File: src/rtl/lcd_frame_pkg.sv
// Shared control-byte layout and widths for the segment display frame timer.
package lcd_frame_pkg;
    localparam int DUTY_W = 2;               // duty-mode field width
    localparam int PER_W  = 2;               // frame-period field width
    localparam int PRE_W  = 1 << PER_W;      // prescaler width: up to 2^(2^PER_W) ticks

    typedef struct packed {
        logic              src_sub;    // 1: subclock tick, 0: timebase tick
        logic              watch_keep; // keep display alive in watch mode
        logic              div_on;     // bias divider path enable
        logic              blank_req;  // force deselect on segments
        logic [DUTY_W-1:0] duty;       // 00 off, 01..11 = last common index
        logic [PER_W-1:0]  per;        // phase length 2^(per+1) ticks
    } lcd_ctl_t;
endpackage

File: src/rtl/lcd_ctl_reg.sv
// Control byte storage plus the active duty/period copy used by the timing.
// Assumes: frame_wrap is a single-cycle pulse from the phase generator.
// A duty of 00 in a write clears the active duty at once; other duty or
// period changes load only while off or at a frame wrap.
module lcd_ctl_reg
    import lcd_frame_pkg::*;
(
    input  logic              clk,
    input  logic              rst_n,
    input  logic              wr_en,
    input  logic [7:0]        wr_data,
    input  logic              frame_wrap,
    output lcd_ctl_t          ctl,
    output logic [DUTY_W-1:0] act_duty,
    output logic [PER_W-1:0]  act_per,
    output logic              kill
);
    // Immediate switch-off request from the write port.
    assign kill = wr_en && (wr_data[PER_W +: DUTY_W] == '0);

    // Store the written control byte.
    always_ff @(posedge clk) begin
        if (!rst_n)      ctl <= '0;
        else if (wr_en)  ctl <= lcd_ctl_t'(wr_data);
    end

    // Load active duty/period when off or on a frame boundary.
    always_ff @(posedge clk) begin
        if (!rst_n) begin
            act_duty <= '0;
            act_per  <= '0;
        end else if (kill) begin
            act_duty <= '0;
        end else if (act_duty == '0 || frame_wrap) begin
            act_duty <= ctl.duty;
            act_per  <= ctl.per;
        end
    end
endmodule

File: src/rtl/lcd_tick_gate.sv
// Picks the frame tick source and applies low-power gating.
// Assumes: the timebase tick exists only while the main oscillator runs;
// the subclock keeps running in every low-power mode handled here.
module lcd_tick_gate (
    input  logic src_sub,
    input  logic watch_keep,
    input  logic disp_on,
    input  logic tb_tick,
    input  logic sub_tick,
    input  logic watch_mode,
    input  logic stop_mode,
    input  logic sub_only_mode,
    output logic tick,
    output logic halt,
    output logic cfg_err
);
    logic main_dead;

    // Main oscillator is unavailable in main-stop and subclock-only modes.
    assign main_dead = stop_mode || sub_only_mode;

    // Source select with timebase suppression while the main oscillator is down.
    assign tick = src_sub ? sub_tick : (tb_tick && !main_dead);

    // Watch mode halts timing unless keep-alive is set with the subclock source.
    assign halt = watch_mode && !(watch_keep && src_sub);

    // Flag combinations that cannot produce a working display.
    assign cfg_err = (watch_mode && watch_keep && !src_sub) ||
                     (disp_on && !src_sub && main_dead);
endmodule

File: src/rtl/lcd_phase_gen.sv
// Prescaler and common-index counter for the multiplexed commons.
// Assumes: step is a qualified single-cycle tick; clear wins over step.
// Each common phase lasts 2^(per+1) steps; the index wraps after last_com.
module lcd_phase_gen
    import lcd_frame_pkg::*;
(
    input  logic              clk,
    input  logic              rst_n,
    input  logic              clear,
    input  logic              step,
    input  logic [PER_W-1:0]  per,
    input  logic [DUTY_W-1:0] last_com,
    output logic [DUTY_W-1:0] com,
    output logic              frame_start,
    output logic              wrap
);
    logic [PRE_W-1:0] pre, pre_last;

    // Terminal prescaler count: 2^(per+1)-1 as a thermometer of ones.
    always_comb begin
        for (int i = 0; i < PRE_W; i++) pre_last[i] = (i <= int'(per));
    end

    // Frame wrap: last tick of the last common phase.
    assign wrap = step && (pre == pre_last) && (com == last_com);

    // Advance prescaler and common index; strobe frame_start on wrap.
    always_ff @(posedge clk) begin
        if (!rst_n || clear) begin
            pre         <= '0;
            com         <= '0;
            frame_start <= 1'b0;
        end else begin
            frame_start <= 1'b0;
            if (step) begin
                if (pre == pre_last) begin
                    pre <= '0;
                    if (com == last_com) begin
                        com         <= '0;
                        frame_start <= 1'b1;
                    end else begin
                        com <= com + 1'b1;
                    end
                end else begin
                    pre <= pre + 1'b1;
                end
            end
        end
    end
endmodule

File: src/rtl/lcd_frame_timer.sv
// Top of the segment display frame timer.
// Assumes: tick inputs are synchronous single-cycle pulses in the clk domain.
// Ties control storage, source gating and the phase counter together.
module lcd_frame_timer
    import lcd_frame_pkg::*;
(
    input  logic       clk,
    input  logic       rst_n,
    input  logic       wr_en,
    input  logic [7:0] wr_data,
    output logic [7:0] rd_data,
    input  logic       tb_tick,
    input  logic       sub_tick,
    input  logic       watch_mode,
    input  logic       stop_mode,
    input  logic       sub_only_mode,
    output logic [1:0] com_idx,
    output logic       frame_start,
    output logic       disp_en,
    output logic       blank,
    output logic       div_en,
    output logic       cfg_err
);
    lcd_ctl_t          ctl;
    logic [DUTY_W-1:0] act_duty;
    logic [PER_W-1:0]  act_per;
    logic              kill, wrap, tick, halt, disp_on;

    // Display is on whenever an active duty is loaded.
    assign disp_on = (act_duty != '0);

    lcd_ctl_reg u_reg (
        .clk(clk), .rst_n(rst_n), .wr_en(wr_en), .wr_data(wr_data),
        .frame_wrap(wrap), .ctl(ctl), .act_duty(act_duty),
        .act_per(act_per), .kill(kill)
    );

    lcd_tick_gate u_gate (
        .src_sub(ctl.src_sub), .watch_keep(ctl.watch_keep), .disp_on(disp_on),
        .tb_tick(tb_tick), .sub_tick(sub_tick), .watch_mode(watch_mode),
        .stop_mode(stop_mode), .sub_only_mode(sub_only_mode),
        .tick(tick), .halt(halt), .cfg_err(cfg_err)
    );

    lcd_phase_gen u_phase (
        .clk(clk), .rst_n(rst_n), .clear(kill || !disp_on),
        .step(tick && !halt && disp_on), .per(act_per), .last_com(act_duty),
        .com(com_idx), .frame_start(frame_start), .wrap(wrap)
    );

    // Outputs to readback and segment drivers.
    assign rd_data = ctl;
    assign blank   = ctl.blank_req;
    assign div_en  = ctl.div_on;
    assign disp_en = disp_on && !halt;
endmodule

File: config.mk
export PLATFORM = sky130hd
export DESIGN_NAME = lcd_frame_timer
export DESIGN_NICKNAME = d
export VERILOG_FILES = /design/src/rtl/lcd_frame_pkg.sv /design/src/rtl/lcd_ctl_reg.sv /design/src/rtl/lcd_tick_gate.sv /design/src/rtl/lcd_phase_gen.sv /design/src/rtl/lcd_frame_timer.sv
export SDC_FILE = /design/constraint.sdc
export NUM_CORES = 1
export LEC_CHECK = 0
export BUFFER_PORTS_ARGS = -buffer_cell sky130_fd_sc_hd__buf_2
export CAP_MARGIN = 20
export CORE_MARGIN = 4
export CORE_UTILIZATION = 45
export DETAILED_ROUTE_END_ITERATION = 10
export MAX_ROUTING_LAYER = met4
export PLACE_DENSITY = 0.7
export SKIP_LAST_GASP = 1
export SLEW_MARGIN = 20
export SYNTH_ARGS = -nofsm -noshare
export SYNTH_HDL_FRONTEND = slang
export SYNTH_SLANG_ARGS = --single-unit
File: constraint.sdc
create_clock -name clk -period 5.9 [get_ports clk]
set_clock_uncertainty 0.2 [all_clocks]
set_input_delay 1.18 -clock clk [delete_from_list [all_inputs] [get_ports clk]]
set_output_delay 1.18 -clock clk [all_outputs]
set_load 0.02 [all_outputs]
# [Yosys cells after proc, flatten, opt, wreduce, memory -nomap -nowiden]
# Cells that the tools add are included.
[classes] bitwise=4 n_addsub=2 n_lt_le_gt_ge=3 n_reduce_logical=31 eq_ne=2 muxes=4
[op_table] operator="$logic_and A1 B1 Y1" n=13
[op_table] operator="$logic_not A1 Y1" n=6
[op_table] operator="$logic_or A1 B1 Y1" n=5
[op_table] operator="$add A4 B1 Y4 const B" n=1
[op_table] operator="$eq A4 B4 Y1" n=1
[op_table] operator="$le A2 B2 Y1 const A" n=2
[op_table] operator="$logic_not A2 Y1" n=2
[op_table] operator="$mux W4" n=1
[op_table] operator="$not A1 Y1" n=4
[op_table] operator="$reduce_and A2 Y1" n=2
[op_table] operator="$reduce_or A3 Y1" n=1
[op_table] operator="$add A2 B1 Y2 const B" n=1
[op_table] operator="$eq A2 B2 Y1" n=1
[op_table] operator="$le A1 B2 Y1 const A" n=1
[op_table] operator="$mux W1" n=2
[op_table] operator="$mux W2" n=1
[op_table] operator="$reduce_bool A2 Y1" n=1
[op_table] operator="$reduce_or A2 Y1" n=1
[word_totals] inputBits=16 ff_bits=19

# [Logic depth before layout (Yosys ltp)]
[depth] word_depth=10 mapped_depth=6

# [Hierarchy]
# A second synthesis with hierarchy kept.
[hier_totals] cells_unflattened=103 area_unflattened_um2=977.2
[by_module_without_submodules] mod="lcd_ctl_reg" seq_area_each_um2=240.2 area_each_um2=491.7 n_inst=1 cells_per_inst=46
[by_module_without_submodules] mod="lcd_phase_gen" seq_area_each_um2=140.1 area_each_um2=397.9 n_inst=1 cells_per_inst=43
[by_module_without_submodules] mod="lcd_tick_gate" seq_area_each_um2=0.0 area_each_um2=45.0 n_inst=1 cells_per_inst=7
[by_module_without_submodules] mod="lcd_frame_timer" seq_area_each_um2=0.0 area_each_um2=42.5 n_inst=1 cells_per_inst=7

# [Worst setup path before layout]
# Ideal clock, no wire load.
[synth_timing] path_type="in2reg" startpoint="input port sub_only_mode" endpoint="register u_phase.com[1]" path_slack_ns=2.657 cell_stages=5 required_ns=5.628 arrival_ns=2.972 path_cell_list="or4b_4 a221o_1 a211o_1 or4b_1 a21oi_1"
[synth_between] elab_chain_len=7
[synth_rtl] element="start, declared" line="lcd_frame_timer.sv:16" text="input logic sub_only_mode,"
[synth_rtl] element="$logic_or A1 B1 Y1" line="lcd_tick_gate.sv:20" text="assign main_dead = stop_mode || sub_only_mode;"
[synth_rtl] element="$logic_not A1 Y1" line="lcd_tick_gate.sv:23" text="assign tick = src_sub ? sub_tick : (tb_tick && !main_dead);"
[synth_rtl] element="$logic_and A1 B1 Y1" line="lcd_tick_gate.sv:23"
[synth_rtl] element="$mux W1" line="lcd_tick_gate.sv:23"
[synth_rtl] element="$logic_and A1 B1 Y1 (2 in a row)" line="lcd_frame_timer.sv:47" text=".step(tick && !halt && disp_on), .per(act_per), .last_com(act_duty),"
[synth_rtl] element="$reduce_and A2 Y1 (no source line)"
[synth_rtl] element="end signal, assigned" line="lcd_phase_gen.sv:42" text="com <= com + 1'b1;"
[synth_rtl] element="end, declared" line="lcd_phase_gen.sv:13" text="output logic [DUTY_W-1:0] com,"
# No other way between the ends.
# A chain may end at the register's enable or synchronous reset.

# [Worst setup path in the final report]
# Ends and elaborated chain as after synthesis.

==> impl_metrics.ini <==
[final_layout]
num_antenna_cells = 0
layout_commonest_cell = buf_2
fin_area_um2 = 1100
nFillCells = 197
drive_gt1_share_pct = 27.9
syn_to_final_growth_pct = 18.8
layout_common_cells = buf_2 (30), dfxtp_1 (19), nand2_1 (14), mux2i_1 (11), nor2b_1 (8)
nets = 147

[power_and_ir_drop]
intPower_uw = 177
comb_power_share_pct = 17.0
p_sw_uw = 67.5
clkPwrFrac_pct = 26.6
ir_drop_v = 0.000165
switching_share_pct = 27.6
p_per_area_nw_per_um2 = 222
pwr-share-seq_pct = 56.4
p_total_uw = 244
power_leakage_nw = 0.481

[hold_path]
worstHoldPathType = flip-flop to flip-flop

[setup_path]
critPathArrivalTime_ns = 3.15
critPathRequiredTime_ns = 5.94
crit_fanout = 7
cp-start-kind = input port
critPathKind = input port to flip-flop
crit_path_end_kind = flip-flop

[routing]
drcViolationCount = 0
vias = 796
dr.pass1.iters = 4
antenna_left = 0
routed_wl_um = 1840
wl_per_cell_um = 11.8
viasPerCell = 5.10
drtIter0Drc = 9

[yosys]
synth_xor_area_share_pct = 5.68
synth_top_family_by_area = simple AND/OR/NAND/NOR gates
synth-seq-cells = 19
ys_seq_area_share_pct = 41.1
synth_mux_area_share_pct = 11.9
syn_inst = 101
synth_fa_ha_area_share_pct = 1.35
postSynthAreaPerCell_um2 = 9.15
synth_edf_count = 0
synth_cell_types = 29
yosys.area_share.simple_pct = 22.7
yosys_warnings = 0
syn_area_um2 = 925
synth_compound_area_share_pct = 12.7
async_flop_share_pct = 0
synth_fp_nets = 118
synth-main-ff-cell = dfxtp_1

[cts]
numClockSinks = 19
path_clk_slew_ns = 0.11
cts.repair.resized = 0
cts-root-buf = clkbuf_4
insertion_delay_ns = 0.30
cts_buffers = 3
cts_max_level = 1
cts_tree = done
cts_hold_buf = 0
cts_setup_buffers = 0
clk_path_buf_depth = 2

[timing]
max_freq_mhz = 321
fin_ws_ns = 2.79
fin_crit_sh_pct = 52.7
relSlewSlack_pct = 61.8
hold_viol_final = 0
hold_ws_ns = 0.281
tns_ns = 0
drv_slew = 0
rsz0062_at_grt = false
worstMarginPinSlew_ns = 0.573
period_needed_ns = 3.11
setup_viol = 0

[die]
start_util_pct = 47.1
fp.dieH_um = 53.3
core_area_um2 = 1960
die_width_um = 53.3
dieArea_um2 = 2840
num_rows = 16
boundaryPins = 31

[placed_design]
dp_hpwl_um = 1460
placed_area_um2 = 1070
pre_cts_ws_ns = 2.47
io_buffers = 30
gp_congestion = 0.777

[grt]
grt_max_degree = 14
antenna_found_initial = 0
grt_pass1_wl_um = 2990
grt_pass1_vias = 760
grt_util_all_layers_pct = 14.7
overflow = 0

[run]
maxCapViolCount = 0

[run_status]
status = complete, no violations
==> area by class of cell <==
| class | instances | area (µm²) | area share (%) |
|---|---|---|---|
| clock buffers | 3 | 22.5 | 2.05 |
| clock inverters | 1 | 5.00 | 0.456 |
| inverters | 1 | 3.75 | 0.342 |
| multi-input cells | 75 | 503 | 45.8 |
| flip-flops and latches | 19 | 380 | 34.6 |
| well taps | 27 | 33.8 | 3.08 |
| repair buffers | 30 | 150 | 13.7 |
==> power by group through the flow <==
stage               clock, mW  combinational (mW)  sequential [mW]
floorplan                   0              0.0267            0.143
global placement            0              0.0407            0.141
detailed placement          0              0.0418            0.141
CTS                    0.0675              0.0419            0.138
global route           0.0740              0.0454            0.139
finish                 0.0649              0.0415            0.138
==> Yosys cell counts, types with 2 or more instances <==
master	number	share of area, %
a21oi_1	4	2.2
and2_1	3	2.0
buf_4	4	3.2
dfxtp_1	19	41
mux2i_1	11	12
nand2_1	14	5.7
nand4_1	2	1.4
nor2_1	7	2.8
nor2b_1	8	5.4
nor3_1	2	1.1
o21a_1	2	1.6
o21ai_0	3	1.6
o2bb2ai_1	2	1.9
xnor2_1	4	3.8
xor2_1	2	1.9
==> flip-flops by register name, summed over array words and instances, names as in the netlist <==
signal,count
u_reg.ctl,8
u_phase.pre,4
u_reg.act_per,2
u_phase.com,2
u_reg.act_duty,2
u_phase.frame_start,1
==> worst paths after layout <==
path / start / end / slack (ns) / cells past startpoint
worst min-delay path: u_reg.ctl[2] / u_reg.act_duty[0] / 0.28 / 2
worst min register to register: u_reg.ctl[2] / u_reg.act_duty[0] / 0.28 / 2
worst max-delay path: sub_only_mode / u_phase.com[1] / 2.79 / 6
worst max register to register: u_reg.ctl[7] / u_phase.com[1] / 3.36 / 5
==> critical path, stage by stage <==
cell and delay [ns]:
buf_2 0.11, or4b_4 0.51, a221o_1 0.34, a211o_1 0.36
or4b_1 0.52, a21oi_1 0.14
==> cells by family (layout without fill, tap and decap cells) <==
kind of cell	after synthesis	count (layout)
muxes	11	11
xor gates and xnor gates	6	6
and+or+nand+nor	40	40
buffers and inverters	7	35
adders and majority gates	1	1
DFF	19	19
AOI/OAI and AO/OA	17	17
==> stage by stage <==
step | util (%) | cells
2_1_floorplan | - | 101
3_3_place_gp | 54.6 | 152
3_5_place_dp | 54.6 | 152
4_1_cts | 56.0 | 156
5_1_grt | 56.0 | 156
6_report | 56.0 | 156
==> per-layer routing <==
layer	share of wire (%)	global-route usage [%]	vias to the layer above
met4	1.0	6.38	0
met1	46	18.1	364
met5	0	-	-
met3	5.8	2.54	3
met2	47	23.5	24
li1	-	-	405
No activity file was read; power rests on OpenSTA's default activity.
